**src/rtl/clkmon_pkg.sv**
```systemverilog
package clkmon_pkg;

  typedef enum logic [1:0] {
    RATIO_256 = 2'd0,
    RATIO_384 = 2'd1,
    RATIO_512 = 2'd2
  } ratio_e;

  // control -> datapath strobes
  typedef struct packed {
    logic   tickEn;
    ratio_e ratio;
  } ctlStrobe_t;

endpackage

```
**src/rtl/clkmon_datapath.sv**
```systemverilog
module clkmon_datapath import clkmon_pkg::*; #(
  parameter int TIMEOUT    = 1024,
  parameter int ZERO_LIMIT = 65536,
  parameter int PW         = $clog2(TIMEOUT + 2),
  parameter int ZW         = $clog2(ZERO_LIMIT + 1)
) (
  input  logic          clk,
  input  logic          rstN,
  input  logic          wordClk,
  input  logic          bitClk,
  input  logic          dataIn,
  input  logic          zeroDetEn,
  input  ctlStrobe_t    ctl,
  output logic          measValid,
  output logic          stall,
  output logic [PW-1:0] measPeriod,
  output logic [PW-1:0] bitPeriod,
  output logic          tick,
  output logic          zeroFlag
);

  localparam logic [PW-1:0] TMAX = PW'(TIMEOUT);
  localparam logic [ZW-1:0] ZMAX = ZW'(ZERO_LIMIT);

  logic wcS1, wcS2, bcS1, bcS2, dS1;
  logic wordRise, bitRise;
  logic seenWord, seenBit;
  logic [PW-1:0] periodCnt, bitCnt;
  logic [ZW-1:0] zeroRun;
  logic [1:0]    divCnt;

  always_ff @(posedge clk or negedge rstN) begin
    if (!rstN) begin
      wcS1 <= 1'b0; wcS2 <= 1'b0;
      bcS1 <= 1'b0; bcS2 <= 1'b0;
      dS1  <= 1'b0;
    end else begin
      wcS1 <= wordClk; wcS2 <= wcS1;
      bcS1 <= bitClk;  bcS2 <= bcS1;
      dS1  <= dataIn;
    end
  end

  assign wordRise = wcS1 & ~wcS2;
  assign bitRise  = bcS1 & ~bcS2;

  // word period counter, saturating at TIMEOUT
  always_ff @(posedge clk or negedge rstN) begin
    if (!rstN) begin
      periodCnt <= '0;
      seenWord  <= 1'b0;
    end else if (wordRise) begin
      periodCnt <= '0;
      seenWord  <= 1'b1;
    end else if (periodCnt != TMAX) begin
      periodCnt <= periodCnt + 1'b1;
    end
  end

  assign measValid  = wordRise & seenWord;
  assign measPeriod = periodCnt + 1'b1;
  assign stall      = seenWord & ~wordRise & (periodCnt == TMAX - 1'b1);

  // bit period measurement
  always_ff @(posedge clk or negedge rstN) begin
    if (!rstN) begin
      bitCnt    <= '0;
      bitPeriod <= '0;
      seenBit   <= 1'b0;
    end else if (bitRise) begin
      bitCnt  <= '0;
      seenBit <= 1'b1;
      if (seenBit) bitPeriod <= bitCnt + 1'b1;
    end else if (bitCnt != TMAX) begin
      bitCnt <= bitCnt + 1'b1;
    end
  end

  // sustained-zero run counter
  always_ff @(posedge clk or negedge rstN) begin
    if (!rstN) begin
      zeroRun <= '0;
    end else if (bitRise) begin
      if (dS1)                  zeroRun <= '0;
      else if (zeroRun != ZMAX) zeroRun <= zeroRun + 1'b1;
    end
  end

  assign zeroFlag = zeroDetEn & (zeroRun == ZMAX);

  // 256fS enable divider
  always_ff @(posedge clk or negedge rstN) begin
    if (!rstN) begin
      divCnt <= '0;
    end else if (!ctl.tickEn) begin
      divCnt <= '0;
    end else begin
      case (ctl.ratio)
        RATIO_384: divCnt <= (divCnt >= 2'd2) ? 2'd0 : divCnt + 1'b1;
        RATIO_512: divCnt <= (divCnt == 2'd0) ? 2'd1 : 2'd0;
        default:   divCnt <= 2'd0;
      endcase
    end
  end

  always_comb begin
    tick = 1'b0;
    if (ctl.tickEn) begin
      case (ctl.ratio)
        RATIO_384: tick = (divCnt != 2'd2);
        RATIO_512: tick = (divCnt == 2'd0);
        default:   tick = 1'b1;
      endcase
    end
  end

  assert_zero_sat_R10: assert property (@(posedge clk) disable iff (!rstN)
    zeroRun <= ZMAX);

  assert_period_sat_R7: assert property (@(posedge clk) disable iff (!rstN)
    periodCnt <= TMAX);

  assert_tick_half_R3: assert property (@(posedge clk) disable iff (!rstN)
    (ctl.tickEn && ctl.ratio == RATIO_512 && $past(ctl.tickEn) &&
     $past(ctl.ratio) == RATIO_512 && $past(tick)) |-> !tick);

endmodule

```
**src/rtl/clkmon_control.sv**
```systemverilog
module clkmon_control import clkmon_pkg::*; #(
  parameter int INIT_CYCLES = 1024,
  parameter int TOL_BITS    = 5,
  parameter int PW          = 11
) (
  input  logic          clk,
  input  logic          rstN,
  input  logic          measValid,
  input  logic          stall,
  input  logic [PW-1:0] measPeriod,
  input  logic [PW-1:0] bitPeriod,
  output ctlStrobe_t    ctl,
  output logic          ratioValid,
  output ratio_e        ratioCode,
  output logic          initDone,
  output logic          dacMute,
  output logic          adcZero
);

  localparam int IW = $clog2(INIT_CYCLES + 1);
  localparam logic [IW-1:0] ILAST = IW'(INIT_CYCLES - 1);
  localparam logic [PW-1:0] LIM_A = PW'((256 + 384) / 2);
  localparam logic [PW-1:0] LIM_B = PW'((384 + 512) / 2);
  localparam logic [PW+3:0] TOLW  = (PW + 4)'(TOL_BITS);

  logic [IW-1:0] initCnt;
  ratio_e        measClass, candClass;
  logic          candValid, goodSeen, inSync, inTol;
  logic [PW-1:0] nominal, drift;
  logic [PW+3:0] tolLim;

  function automatic ratio_e classify(input logic [PW-1:0] p);
    if (p < LIM_A)      return RATIO_256;
    else if (p < LIM_B) return RATIO_384;
    else                return RATIO_512;
  endfunction

  always_comb begin
    measClass = classify(measPeriod);
    case (measClass)
      RATIO_384: nominal = PW'(384);
      RATIO_512: nominal = PW'(512);
      default:   nominal = PW'(256);
    endcase
    drift  = (measPeriod >= nominal) ? measPeriod - nominal : nominal - measPeriod;
    tolLim = TOLW * {4'b0000, bitPeriod};
    inTol  = ratioValid && (ratioCode == measClass) && ({4'b0000, drift} <= tolLim);
  end

  // start-up count after reset
  always_ff @(posedge clk or negedge rstN) begin
    if (!rstN) begin
      initCnt  <= '0;
      initDone <= 1'b0;
    end else if (!initDone) begin
      initCnt <= initCnt + 1'b1;
      if (initCnt == ILAST) initDone <= 1'b1;
    end
  end

  // ratio acceptance and lock tracking
  always_ff @(posedge clk or negedge rstN) begin
    if (!rstN) begin
      candValid  <= 1'b0;
      candClass  <= RATIO_256;
      ratioValid <= 1'b0;
      ratioCode  <= RATIO_256;
      goodSeen   <= 1'b0;
      inSync     <= 1'b0;
    end else if (measValid) begin
      candClass <= measClass;
      candValid <= 1'b1;
      if (candValid && candClass == measClass) begin
        ratioCode  <= measClass;
        ratioValid <= 1'b1;
      end
      if (inTol) begin
        if (goodSeen) inSync <= 1'b1;
        goodSeen <= 1'b1;
      end else begin
        inSync   <= 1'b0;
        goodSeen <= 1'b0;
      end
    end else if (stall) begin
      inSync   <= 1'b0;
      goodSeen <= 1'b0;
    end
  end

  assign ctl.tickEn = ratioValid;
  assign ctl.ratio  = ratioCode;
  assign dacMute    = ~(initDone & inSync);
  assign adcZero    = ~(initDone & inSync);

  assert_init_hold_R1: assert property (@(posedge clk) disable iff (!rstN)
    initDone |=> initDone);

  assert_lock_on_edge_R6: assert property (@(posedge clk) disable iff (!rstN)
    $rose(inSync) |-> $past(measValid));

  assert_lock_drop_R5: assert property (@(posedge clk) disable iff (!rstN)
    $fell(inSync) |-> ($past(measValid) || $past(stall)));

  assert_ratio_change_R2: assert property (@(posedge clk) disable iff (!rstN)
    (ratioValid && $past(ratioValid) && ratioCode != $past(ratioCode)) |-> $past(measValid));

endmodule

```
**src/rtl/clkmon_top.sv**
```systemverilog
module clkmon_top import clkmon_pkg::*; #(
  parameter int INIT_CYCLES = 1024,
  parameter int TIMEOUT     = 1024,
  parameter int TOL_BITS    = 5,
  parameter int ZERO_LIMIT  = 65536
) (
  input  logic       clk,
  input  logic       rstN,
  input  logic       wordClk,
  input  logic       bitClk,
  input  logic       dataIn,
  input  logic       zeroDetEn,
  output logic       tick256,
  output logic [1:0] ratioCode,
  output logic       ratioValid,
  output logic       initDone,
  output logic       dacMute,
  output logic       adcZero,
  output logic       zeroFlag
);

  localparam int PW = $clog2(TIMEOUT + 2);
  localparam int ZW = $clog2(ZERO_LIMIT + 1);

  ctlStrobe_t    ctl;
  ratio_e        ratioSel;
  logic          measValid, stall;
  logic [PW-1:0] measPeriod, bitPeriod;

  clkmon_datapath #(
    .TIMEOUT(TIMEOUT), .ZERO_LIMIT(ZERO_LIMIT), .PW(PW), .ZW(ZW)
  ) u_dp (
    .clk(clk), .rstN(rstN), .wordClk(wordClk), .bitClk(bitClk),
    .dataIn(dataIn), .zeroDetEn(zeroDetEn), .ctl(ctl),
    .measValid(measValid), .stall(stall), .measPeriod(measPeriod),
    .bitPeriod(bitPeriod), .tick(tick256), .zeroFlag(zeroFlag)
  );

  clkmon_control #(
    .INIT_CYCLES(INIT_CYCLES), .TOL_BITS(TOL_BITS), .PW(PW)
  ) u_ctl (
    .clk(clk), .rstN(rstN), .measValid(measValid), .stall(stall),
    .measPeriod(measPeriod), .bitPeriod(bitPeriod), .ctl(ctl),
    .ratioValid(ratioValid), .ratioCode(ratioSel), .initDone(initDone),
    .dacMute(dacMute), .adcZero(adcZero)
  );

  assign ratioCode = ratioSel;

endmodule

```
**config.mk**
```make
export PLATFORM = sky130hd
export DESIGN_NAME = clkmon_top
export DESIGN_NICKNAME = d
export VERILOG_FILES = /design/src/rtl/clkmon_pkg.sv /design/src/rtl/clkmon_datapath.sv /design/src/rtl/clkmon_control.sv /design/src/rtl/clkmon_top.sv
export SDC_FILE = /design/constraint.sdc
export NUM_CORES = 1
export LEC_CHECK = 0
export ABC_AREA = 0
export BUFFER_PORTS_ARGS = -buffer_cell sky130_fd_sc_hd__buf_2
export CORE_ASPECT_RATIO = 1.25
export CORE_MARGIN = 2
export CORE_UTILIZATION = 63
export DETAILED_ROUTE_END_ITERATION = 7
export PLACE_DENSITY = 0.76
export SYNTH_ARGS = -nofsm -noshare
export SYNTH_HDL_FRONTEND = slang
export SYNTH_HIERARCHICAL = 1
export SYNTH_SLANG_ARGS = --single-unit
```
**constraint.sdc**
```tcl
create_clock -name clk -period 5.6 [get_ports clk]
set_clock_uncertainty 0.1 [all_clocks]
set_input_delay 1.12 -clock clk [delete_from_list [all_inputs] [get_ports clk]]
set_output_delay 1.12 -clock clk [all_outputs]
set_load 0.01 [all_outputs]
```
### Yosys cells after proc, flatten, opt, wreduce, memory -nomap -nowiden

Index checks and enable logic that the tools add are counted.

* equality and inequality tests: 14
* add/subtract/negate cells: 7
* magnitude comparators: 5
* reductions and logical operators: 12
* mux-type cells: 24
* $mul: 1
* bitwise gates (word level): 11

Operators by type and width (count)
* $mux W11: 5
* $mux W17: 2
* $add A11 B1 Y11 const B: 3
* $eq A11 B10 Y1 const B: 2
* $lt A11 B9 Y1 const B: 2
* $ne A11 B11 Y1 const B: 2
* $pmux W10 S2: 1
* $add A17 B1 Y17 const B: 1
* $eq A17 B17 Y1 const B: 1
* $ne A17 B17 Y1 const B: 1
* $le A11 B14 Y1: 1
* $mul A3 B11 Y14 const A: 1
* $ge A11 B10 Y1: 1
* $sub A10 B11 Y11: 1
* $sub A11 B10 Y11: 1
* $mux W1: 10
* $mux W2: 4
* $reduce_and A2 Y1: 4
* $reduce_bool A2 Y1: 4
* $and A1 B1 Y1: 7
* $eq A2 B1 Y1 const B: 2
* $eq A2 B2 Y1: 2
* $eq A2 B2 Y1 const B: 2
* $not A1 Y1: 4
* 8 further kinds: 10

* logic and storage cells: 94
* register bits after elaboration: 79
* input bits: 6

### Logic depth before layout (Yosys ltp)

Gate-level depths: netlist of run 1.

* depth in word-level cells: 12
* depth in mapped cells: 21
* mapped depth without buffers: 20

### By module

Netlist of run 1, hierarchy kept.

By module, submodules not included
* clkmon_datapath: cells an instance 301, seq. area each 1476.4 µm², area an instance 2955.3 µm², instances 1
* clkmon_control: cells an instance 228, seq. area each 500.5 µm², area an instance 2109.5 µm², instances 1

### Least setup slack after synthesis of run 1

No wires, ideal clock.

* kind: register -> register
* start: register u_dp.periodCnt[2]
* end: register u_ctl.inSync
* data required time: 5.379 ns
* slack: 0.770 ns
* library setup time: 0.121 ns
* stages on the path, launching flop included: 21
* period minus slack after synthesis: 4.830 ns
* arrival: 4.609 ns
* cells stage by stage: dfrtp_1 and4_1 nand4_1 xnor2_1 inv_1 nor4_4 ha_1 inv_1 fa_1 a211o_1 a41o_1 buf_4 a221oi_1 a21oi_1 ha_1 and3_1 nand3_1 nor3_1 nor4b_2 a31oi_1 o22a_1

* word-level cells in the longest chain between the ends: 12
* elaborated cells on any way between the ends: 23

RTL lines
* start, declared: RTL line clkmon_datapath.sv:28 `logic [PW-1:0] periodCnt, bitCnt;`
* start signal, assigned: RTL line clkmon_datapath.sv:56 `periodCnt <= periodCnt + 1'b1;`
* $add A11 B1 Y11 (*): RTL line clkmon_datapath.sv:61 `assign measPeriod = periodCnt + 1'b1;`
* net measPeriod[8]: RTL line clkmon_top.sv:28 `logic [PW-1:0] measPeriod, bitPeriod;`
* $lt A11 B9 Y1: RTL line clkmon_control.sv:34 `else if (p < LIM_B) return RATIO_384;`
* $mux W2: RTL line clkmon_control.sv:34
* $mux W2: RTL line clkmon_control.sv:33 `if (p < LIM_A) return RATIO_256;`
* $eq A2 B2 Y1 or $eq A2 B1 Y1 (tied branches): RTL line clkmon_control.sv:40 `case (measClass)`
* $pmux W10 S2: RTL line clkmon_control.sv:40
* $sub A10 B11 Y11 (tied with other cells): RTL line clkmon_control.sv:45 `drift = (measPeriod >= nominal) ? measPeriod - nominal : nominal - measPeriod;`
* $mux W11: RTL line clkmon_control.sv:45
* $le A11 B14 Y1: RTL line clkmon_control.sv:47 `inTol = ratioValid && (ratioCode == measClass) && ({4'b0000, drift} <= tolLim);`
* $logic_and A1 B1 Y1 (*): RTL line clkmon_control.sv:47
* $ne A3 B2 Y1 (no source line) or $mux W1 (tied branches)
* $reduce_and A2 Y1 (no source line) or $mux W1 (tied branches)
* end signal, assigned: RTL line clkmon_control.sv:69 `inSync <= 1'b0;`
* end signal, assigned: RTL line clkmon_control.sv:78 `if (goodSeen) inSync <= 1'b1;`
* end signal, assigned: RTL line clkmon_control.sv:81 `inSync <= 1'b0;`
* end, declared: RTL line clkmon_control.sv:28 `logic candValid, goodSeen, inSync, inTol;`

Mark *: on every way through the listed nets, which the timed path passes. The rest lies on a longest branch.
A chain may end at the register's enable or synchronous reset.

### Final worst setup path of run 1

* start: register u_dp.periodCnt[3]
* end: register u_ctl.inSync

The elaborated chain is that of the path after synthesis.

==> results of run 1 <==
==> logic make-up (layout without fill, tap and decap cells) <==
kind of cell               Yosys count  in the layout  share of synthesized area (%)
and+or+nand+nor                    202            202                           21.7
muxes                               14             14                           2.89
xor gates and xnor gates            49             49                           8.47
adders and majority gates           47             47                           11.9
DFF                                 79             79                           39.0
buffers and inverters               50             66                           4.13
AOI/OAI and AO/OA                   88             88                           11.9
==> registers in the layout, indices dropped and copies added (netlist names), 2 cells and up <==
register,cells
u_dp/zeroRun,17
u_dp/periodCnt,11
u_ctl/ratioCode,2
u_dp/bitPeriod,11
u_dp/bitCnt,11
u_dp/divCnt,2
u_ctl/initCnt,11
u_ctl/candClass,2
==> per-stage QoR <==
stage | utilization (%) | std cells | cell area (um^2) | power, mW | setup slack (ns)
detailed placement | 66.6 | 624 | 5190 | 1.15 | 0.252
global placement | 66.6 | 624 | 5190 | 1.13 | 0.527
global route | 69.0 | 640 | 5380 | 1.65 | 0.00569
finish | 69.0 | 640 | 5380 | 1.53 | 0.432
floorplan | - | 529 | 5060 | 1.03 | 0.770
CTS | 68.9 | 640 | 5370 | 1.55 | 0.291
==> worst paths after layout <==
| check | startpoint | end | slack, ns | depth (start not counted) |
|---|---|---|---|---|
| worst min register to register | u_dp/wcS1$_DFF_PN0_ | u_dp/wcS2$_DFF_PN0_ | 0.30 | 0 |
| max in group asynchronous | rstN | u_dp/bitCnt[10]$_DFFE_PN0P_ | 3.98 | 1 |
| worst max-delay path | u_dp/periodCnt[3]$_DFFE_PN0P_ | u_ctl/inSync$_DFFE_PN0P_ | 0.43 | 18 |
| min in group asynchronous | rstN | u_dp/periodCnt[0]$_DFFE_PN0P_ | 0.82 | 1 |
| worst min-delay path | u_dp/wcS1$_DFF_PN0_ | u_dp/wcS2$_DFF_PN0_ | 0.30 | 0 |
| worst max register to register | u_dp/periodCnt[3]$_DFFE_PN0P_ | u_ctl/inSync$_DFFE_PN0P_ | 0.43 | 18 |
==> synthesized netlist by cell type, drive strengths merged, types with 2 or more instances <==
cell type,number
nand4,19
nand3,22
a211oi,2
a21oi,23
and3,10
nand2b,6
xor2,23
a311oi,3
nor4,6
xnor2,26
o21a,2
nand4b,3
o22ai,2
o311ai,4
a21o,5
and2,4
inv,35
mux2,5
o21ai,26
ha,45
nor2,41
a221oi,2
nor2b,13
nor3,16
buf,8
o311a,2
nand2,43
fa,2
nor4b,8
o211ai,4
mux2i,9
or2,3
dfrtp,79
clkbuf,7
and4,4
o21bai,2
==> cells in the final DEF, fill, tap and decap left out, drive strengths merged, types with 10 or more instances in the layout <==
cell    n
buf    15
o21ai  26
nor2b  13
and3   10
dfrtp  79
nor2   41
nand4  19
xnor2  26
nand2  43
nor3   16
nand3  22
ha     45
inv    37
a21oi  23
xor2   23
==> power by group through the flow <==
| stage | registers (mW) | clock network [mW] | logic (mW) |
|---|---|---|---|
| after CTS | 0.684 | 0.401 | 0.465 |
| after global routing | 0.694 | 0.423 | 0.534 |
| final | 0.685 | 0.386 | 0.463 |
| after floorplan | 0.676 | 0 | 0.352 |
| after detailed placement | 0.695 | 0 | 0.459 |
| after global placement | 0.690 | 0 | 0.439 |
==> layout make-up <==
| class | instances | area, um^2 |
|---|---|---|
| tap | 95 | 119 |
| timing repair buffer | 15 | 82.6 |
| clock inverter | 7 | 56.3 |
| inverter | 35 | 131 |
| sequential | 79 | 1980 |
| multi-input combinational | 400 | 2890 |
| fill | 626 | 2420 |
| clock buffer | 9 | 124 |
==> repair_timing <==
item,in CTS,in global routing
setup buffers,0,0
gates resized for setup,0,1
endpoints found under the hold margin,0,0
setup endpoints to repair,0,2
==> routing by layer <==
layer	wire [um]	vias up
li1	-	1910
met2	4920	44
met1	4370	1839
met5	0	-
met3	228	9
met4	112	0
==> critical path: cells and delay by family (launching register included) <==
family                     cells  cell delay, ns
and+or+nand+nor                4            0.97
adders and majority gates      3            0.95
AOI/OAI and AO/OA              8            1.90
buffers and inverters          1            0.06
DFF                            1            0.43
xor gates and xnor gates       2            0.69
==> results by group, run 1 <==
Run status
  • Status: completed

Global routing
  • Grt ovf: 0
  • Pin count of the biggest net entering global routing: 80
  • Tot GR Track Use: roughly a quarter
  • Met3 usage: slightly below 4%
  • Grt peak-use layer: met2
  • Initial antenna violation count: 0
  • Global Route met2 Usage: 40.2%
  • Vias in the first global route: 3823
  • Met1 Usage GRT: approximately 30%
  • First-pass GRT wire length: about 17000 um

Job
  • Max-Cap Viols: 0

Yosys
  • Post-synthesis cell type count: 63
  • Synthesized flop and latch total: between 70 and 80
  • Yosys warns: 6
  • Syn_area_per_cell: approximately 9.6 um^2
  • Ys async rst share: between 90% and 100%
  • Top_reg_cell synth: dfrtp_1
  • Area share of the largest cell type after synthesis: about two fifths
  • Largest area contributor in the netlist: dfrtp_1
  • Mapped cell area: approximately 5100 um^2
  • Number of synthesized flops with an enable pin: 0
  • Main area contributors after synthesis: dfrtp_1 (39%), ha_1 (11%), xnor2_1 (4.5%), xor2_1 (4.0%), nand2_1 (3.2%)
  • Sequential-to-total area share from yosys stat: about 39%
  • Post-Synthesis Cells: 529
  • Post-synthesis net count: roughly 580

Clocking
  • H-tree lvl count: 3
  • Clk pin slew, worst setup/hold paths: 0.08 ns
  • Hold buffers post-CTS: 0
  • TritonCTS clock tree: done
  • CTS Buf Count: 9
  • Worst-Skew Late Latency: 0.35 ns
  • Max Root-Sink Buffers: 2
  • CTS sink count: 79
  • CTS Root Cell: clkbuf_8

Floorplan
  • Num rows: 36
  • # IOs: 14
  • Die ar.: 8780 um^2
  • Starting Density: about two thirds
  • Die H: around 100 um
  • Core Footprint: between 7000 and 8000 um^2
  • Die Width: approximately 84 um

STA
  • Period minus WS final: between 5 and 6 ns
  • Final period utilization: between 90 and 100%
  • FMAX: between 150 and 200 MHz
  • Final TNS setup: 0 ns
  • Final Max Tran Viols: 0
  • Worst-margin pin slew: between 0.9 and 1 ns
  • RSZ-0062 raised after global routing: no
  • Rel. slew slack: between 30% and 40%
  • WHS: about 0.30 ns
  • Final setup vio count: 0
  • Final hold vios: 0

Pwr
  • Clock share of power: between 20% and 30%
  • Leakage power figure: 2.50 nW
  • Sw Ratio: between 30% and 40%
  • Part of the power in registers: about 45%
  • Net Sw Power: 551 uW
  • Worst vdd ir: 0.000214 V
  • Comb power frac: between 30% and 40%
  • Cell-internal power: roughly 980 uW
  • Pwr per Cell Area: 285 nW/um^2

Placement
  • GPL Wtd Cong: a little under 0.9
  • I/O Buffers: 13
  • Hpwl dp: about 7000 um

Drt
  • Initial DRC Count: between 100 and 150
  • Vias per inst: slightly below 6
  • Residual DRC: 0
  • Wire per inst: 15.0 um
  • Total wire length: 9630 um
  • ANT nets after route: 0
  • Routed vias: roughly 3800
  • 1st-pass router iterations: 4

Cells and area
  • Fraction of layout cells with a size suffix above 1: 9.91%
  • N_diodes: 0
  • P&R area growth vs syn: 6.15%
  • Fin nets: around 590

Worst setup path
  • Crit. End Element: flop
  • Arrival @ worst endpoint: 5.36 ns
  • Cell Chain, Critical Path: and4_1, nand4_1, xnor2_1, xnor2_1, nor4_4, ha_1, inv_1, fa_1, a211o_1, a41o_1, a221oi_1, a21oi_1, ha_1, and3_1, a221oi_1, o21ai_0, a311oi_1, o22a_1
  • Crit Path Class: flop to flop
  • CP required: roughly 5.8 ns
  • Max incr delay on CP: about 0.50 ns
  • Crit-path max FO: 11
  • Max stage delay cell, worst path: xnor2_1
  • CP Launch Type: flop

Worst hold path
  • Min-Delay Path Class: flop to flop
No activity file was read; power rests on OpenSTA's default activity.
==> run 2, diff against run 1 <==
PLACE_DENSITY = 0.77   (was 0.76)
==> run 2 against run 1 <==
  * Routed wire length rose by 0.78%
  * Critical path type unchanged
  * Global-route usage up 0.19 points
  * Die area unchanged
  * Combinational power up 1%
  * Critical endpoint unchanged
  * Maximum frequency fell by 1.5%
==> results by group, run 2 (same netlist as run 1, synthesis figures left out) <==
Clocking
  • Max Root-Sink Buffers: 2 (unchanged)
  • CTS Root Cell: clkbuf_8 (unchanged)
  • H-tree lvl count: 3 (unchanged)
  • CTS Buf Count: 9 (unchanged)
  • Clk pin slew, worst setup/hold paths: 0.09 ns (was 0.08 ns)
  • CTS sink count: 79 (unchanged)
  • Worst-Skew Late Latency: 0.35 ns (about the same)
  • TritonCTS clock tree: done (unchanged)

Cells and area
  • Most common cell after layout, fill and taps aside: dfrtp_1 (unchanged)
  • N_diodes: 0 (unchanged)
  • Fraction of layout cells with a size suffix above 1: 10.1% (was 9.91%)
  • Commonest cells after routing, fill and taps aside: dfrtp_1 (79), ha_1 (45), nand2_1 (43), nor2_1 (41), inv_1 (35) (unchanged)
  • Max FFs per register: 17 (unchanged)
  • Largest Register: u_dp/zeroRun (unchanged)
  • Util after Layout: 69.8% (was 69.0%)
  • Fin nets: 593 (unchanged)
  • P&R area growth vs syn: 7.44% (was 6.15%)

Worst setup path
  • CP Launch Type: flop (unchanged)
  • Max incr delay on CP: 0.53 ns (was 0.50 ns)
  • Crit path top cell by count: ha_1
  • Max stage delay cell, worst path: nor4_4 (was xnor2_1)
  • Crit-path max FO: 11 (unchanged)
  • Arrival @ worst endpoint: 5.43 ns (was 5.36 ns)
  • R2R setup slack: 0.36 ns (was 0.43 ns)
  • CP required: 5.79 ns (about the same)
  • Crit Path Class: flop to flop (unchanged)
  • Crit. End Element: flop (unchanged)
  • Cell Chain, Critical Path: and4_1, nand4_1, xnor2_1, nor4_4, ha_1, inv_1, fa_1, a211o_1, a41o_1, a221oi_1, a21oi_1, ha_1, and3_1, nand3_1, nor3_1, nor4b_2, a311oi_1, o22a_1 (was and4_1, nand4_1, xnor2_1, xnor2_1, nor4_4, ha_1, inv_1, fa_1, a211o_1, a41o_1, a221oi_1, a21oi_1, ha_1, and3_1, a221oi_1, o21ai_0, a311oi_1, o22a_1)

Global routing
  • Vias in the first global route: 3909 (was 3823)
  • Grt ovf: 0 (unchanged)
  • Pin count of the biggest net entering global routing: 80 (unchanged)
  • Tot GR Track Use: 23.8% (was 23.6%)
  • First-pass GRT wire length: 17300 um (was 17000 um)
  • Initial antenna violation count: 0 (unchanged)

Placement
  • Hpwl dp: 7060 um (was 7050 um)
  • GPL Wtd Cong: 0.943 (was 0.884)
  • I/O Buffers: 13 (unchanged)
  • Post-Place Setup Slack: 0.226 ns (was 0.252 ns)

Job
  • Max-Cap Viols: 0 (unchanged)

STA
  • Period minus WS final: 5.24 ns (was 5.17 ns)
  • Final Max Tran Viols: 0 (unchanged)
  • Final period utilization: 93.7% (was 92.3%)
  • Setup ws final: 0.355 ns (was 0.432 ns)
  • FMAX: 191 MHz (was 193 MHz)
  • Final setup vio count: 0 (unchanged)
  • Rel. slew slack: 36.8% (was 36.6%)
  • Final hold vios: 0 (unchanged)
  • Worst-margin pin slew: 0.948 ns (was 0.950 ns)

Floorplan
  • Core Footprint: 7790 um^2 (unchanged)
  • Die H: 104 um (unchanged)
  • Die ar.: 8780 um^2 (unchanged)
  • # IOs: 14 (unchanged)
  • Starting Density: 65.0% (unchanged)
  • Die Width: 84.2 um (unchanged)
  • Num rows: 36 (unchanged)

Drt
  • Residual DRC: 0 (unchanged)
  • Routed vias: 3843 (was 3802)
  • Initial DRC Count: 195 (was 133)
  • Vias per inst: 6.00 (was 5.94)
  • Total wire length: 9700 um (was 9630 um)
  • Wire per inst: 15.2 um (was 15.0 um)
  • 1st-pass router iterations: 5 (was 4)
  • ANT nets after route: 0 (unchanged)

Run status
  • Status: completed (unchanged)

Pwr
  • Clock share of power: 29.6% (was 25.2%)
  • Worst vdd ir: 0.000208 V (was 0.000214 V)
  • Net Sw Power: 556 uW (was 551 uW)
  • Pwr per Cell Area: 300 nW/um^2 (was 285 nW/um^2)
  • Part of the power in registers: 41.8% (was 44.7%)
  • Leakage power figure: 2.54 nW (was 2.50 nW)
  • Cell-internal power: 1.08 mW (was 983 uW)
  • Sw Ratio: 34.0% (was 35.9%)
  • Comb power frac: 28.6% (was 30.2%)

Worst hold path
  • Min-Delay Path Class: flop to flop (unchanged)
-- run 2: what timing repair did --
item | in CTS | in global routing
gates resized for setup | 0 | 3
endpoints found under the setup margin | 0 | 2
hold endpoints to repair | 0 | 0
hold buffers | 0 | 0
buffers inserted | 0 | 0
-- run 2: area by class of cell --
| cell class | count | area [um^2] |
|---|---|---|
| clock buffers | 9 | 124 |
| repair buffers | 15 | 82.6 |
| well taps | 95 | 119 |
| multi-input cells | 400 | 2910 |
| inverters | 35 | 131 |
| fillers | 595 | 2350 |
| flip-flops and latches | 79 | 1980 |
| clock inverters | 7 | 103 |
-- run 2: critical path: cells and delay by family, from the launching register on --
kind	cells	cell delay [ns]
flops	1	0.45
simple gates	7	1.72
compound gates	6	1.51
buf+inv	1	0.06
fa+ha+maj	3	0.95
xor+xnor	1	0.38
-- run 2: path summary, 6_finish.rpt --
kind                                                     from                             to  cells after the start
worst max-delay path            u_dp/periodCnt[2]$_DFFE_PN0P_       u_ctl/inSync$_DFFE_PN0P_                     18
worst min-delay path                      u_dp/wcS1$_DFF_PN0_            u_dp/wcS2$_DFF_PN0_                      0
worst max register to register  u_dp/periodCnt[2]$_DFFE_PN0P_       u_ctl/inSync$_DFFE_PN0P_                     18
max in group asynchronous                                rstN     u_dp/bitCnt[8]$_DFFE_PN0P_                      1
min in group asynchronous                                rstN  u_dp/periodCnt[1]$_DFFE_PN0P_                      1
worst min register to register            u_dp/wcS1$_DFF_PN0_            u_dp/wcS2$_DFF_PN0_                      0
-- run 2: through the flow --
step | hold WS (ns) | instance area, um^2 | std cells | power [mW] | setup TNS (ns)
final | 0.299 | 5440 | 640 | 1.63 | 0
after global routing | 0.316 | 5440 | 640 | 1.75 | -0.0326
after CTS | 0.305 | 5420 | 640 | 1.65 | 0
after detailed placement | 0.275 | 5190 | 624 | 1.15 | 0
after global placement | 0.281 | 5190 | 624 | 1.13 | 0
after floorplan | 0.262 | 5060 | 529 | 1.03 | 0
-- run 2: power groups by stage --
| stage | Combinational [mW] | Sequential, mW | Clock (mW) |
|---|---|---|---|
| 3_3_place_gp | 0.436 | 0.690 | 0 |
| 2_1_floorplan | 0.352 | 0.676 | 0 |
| 5_1_grt | 0.536 | 0.694 | 0.520 |
| 3_5_place_dp | 0.458 | 0.695 | 0 |
| 6_report | 0.468 | 0.683 | 0.483 |
| 4_1_cts | 0.469 | 0.683 | 0.494 |
-- run 2: per-layer routing --
| metal | routed length [um] | track usage, % | up-vias |
|---|---|---|---|
| met5 | 0 | 0 | - |
| met4 | 189 | 8.99 | 0 |
| met3 | 290 | 5.08 | 18 |
| met2 | 4870 | 40.2 | 66 |
| met1 | 4350 | 29.8 | 1852 |
| li1 | - | - | 1907 |
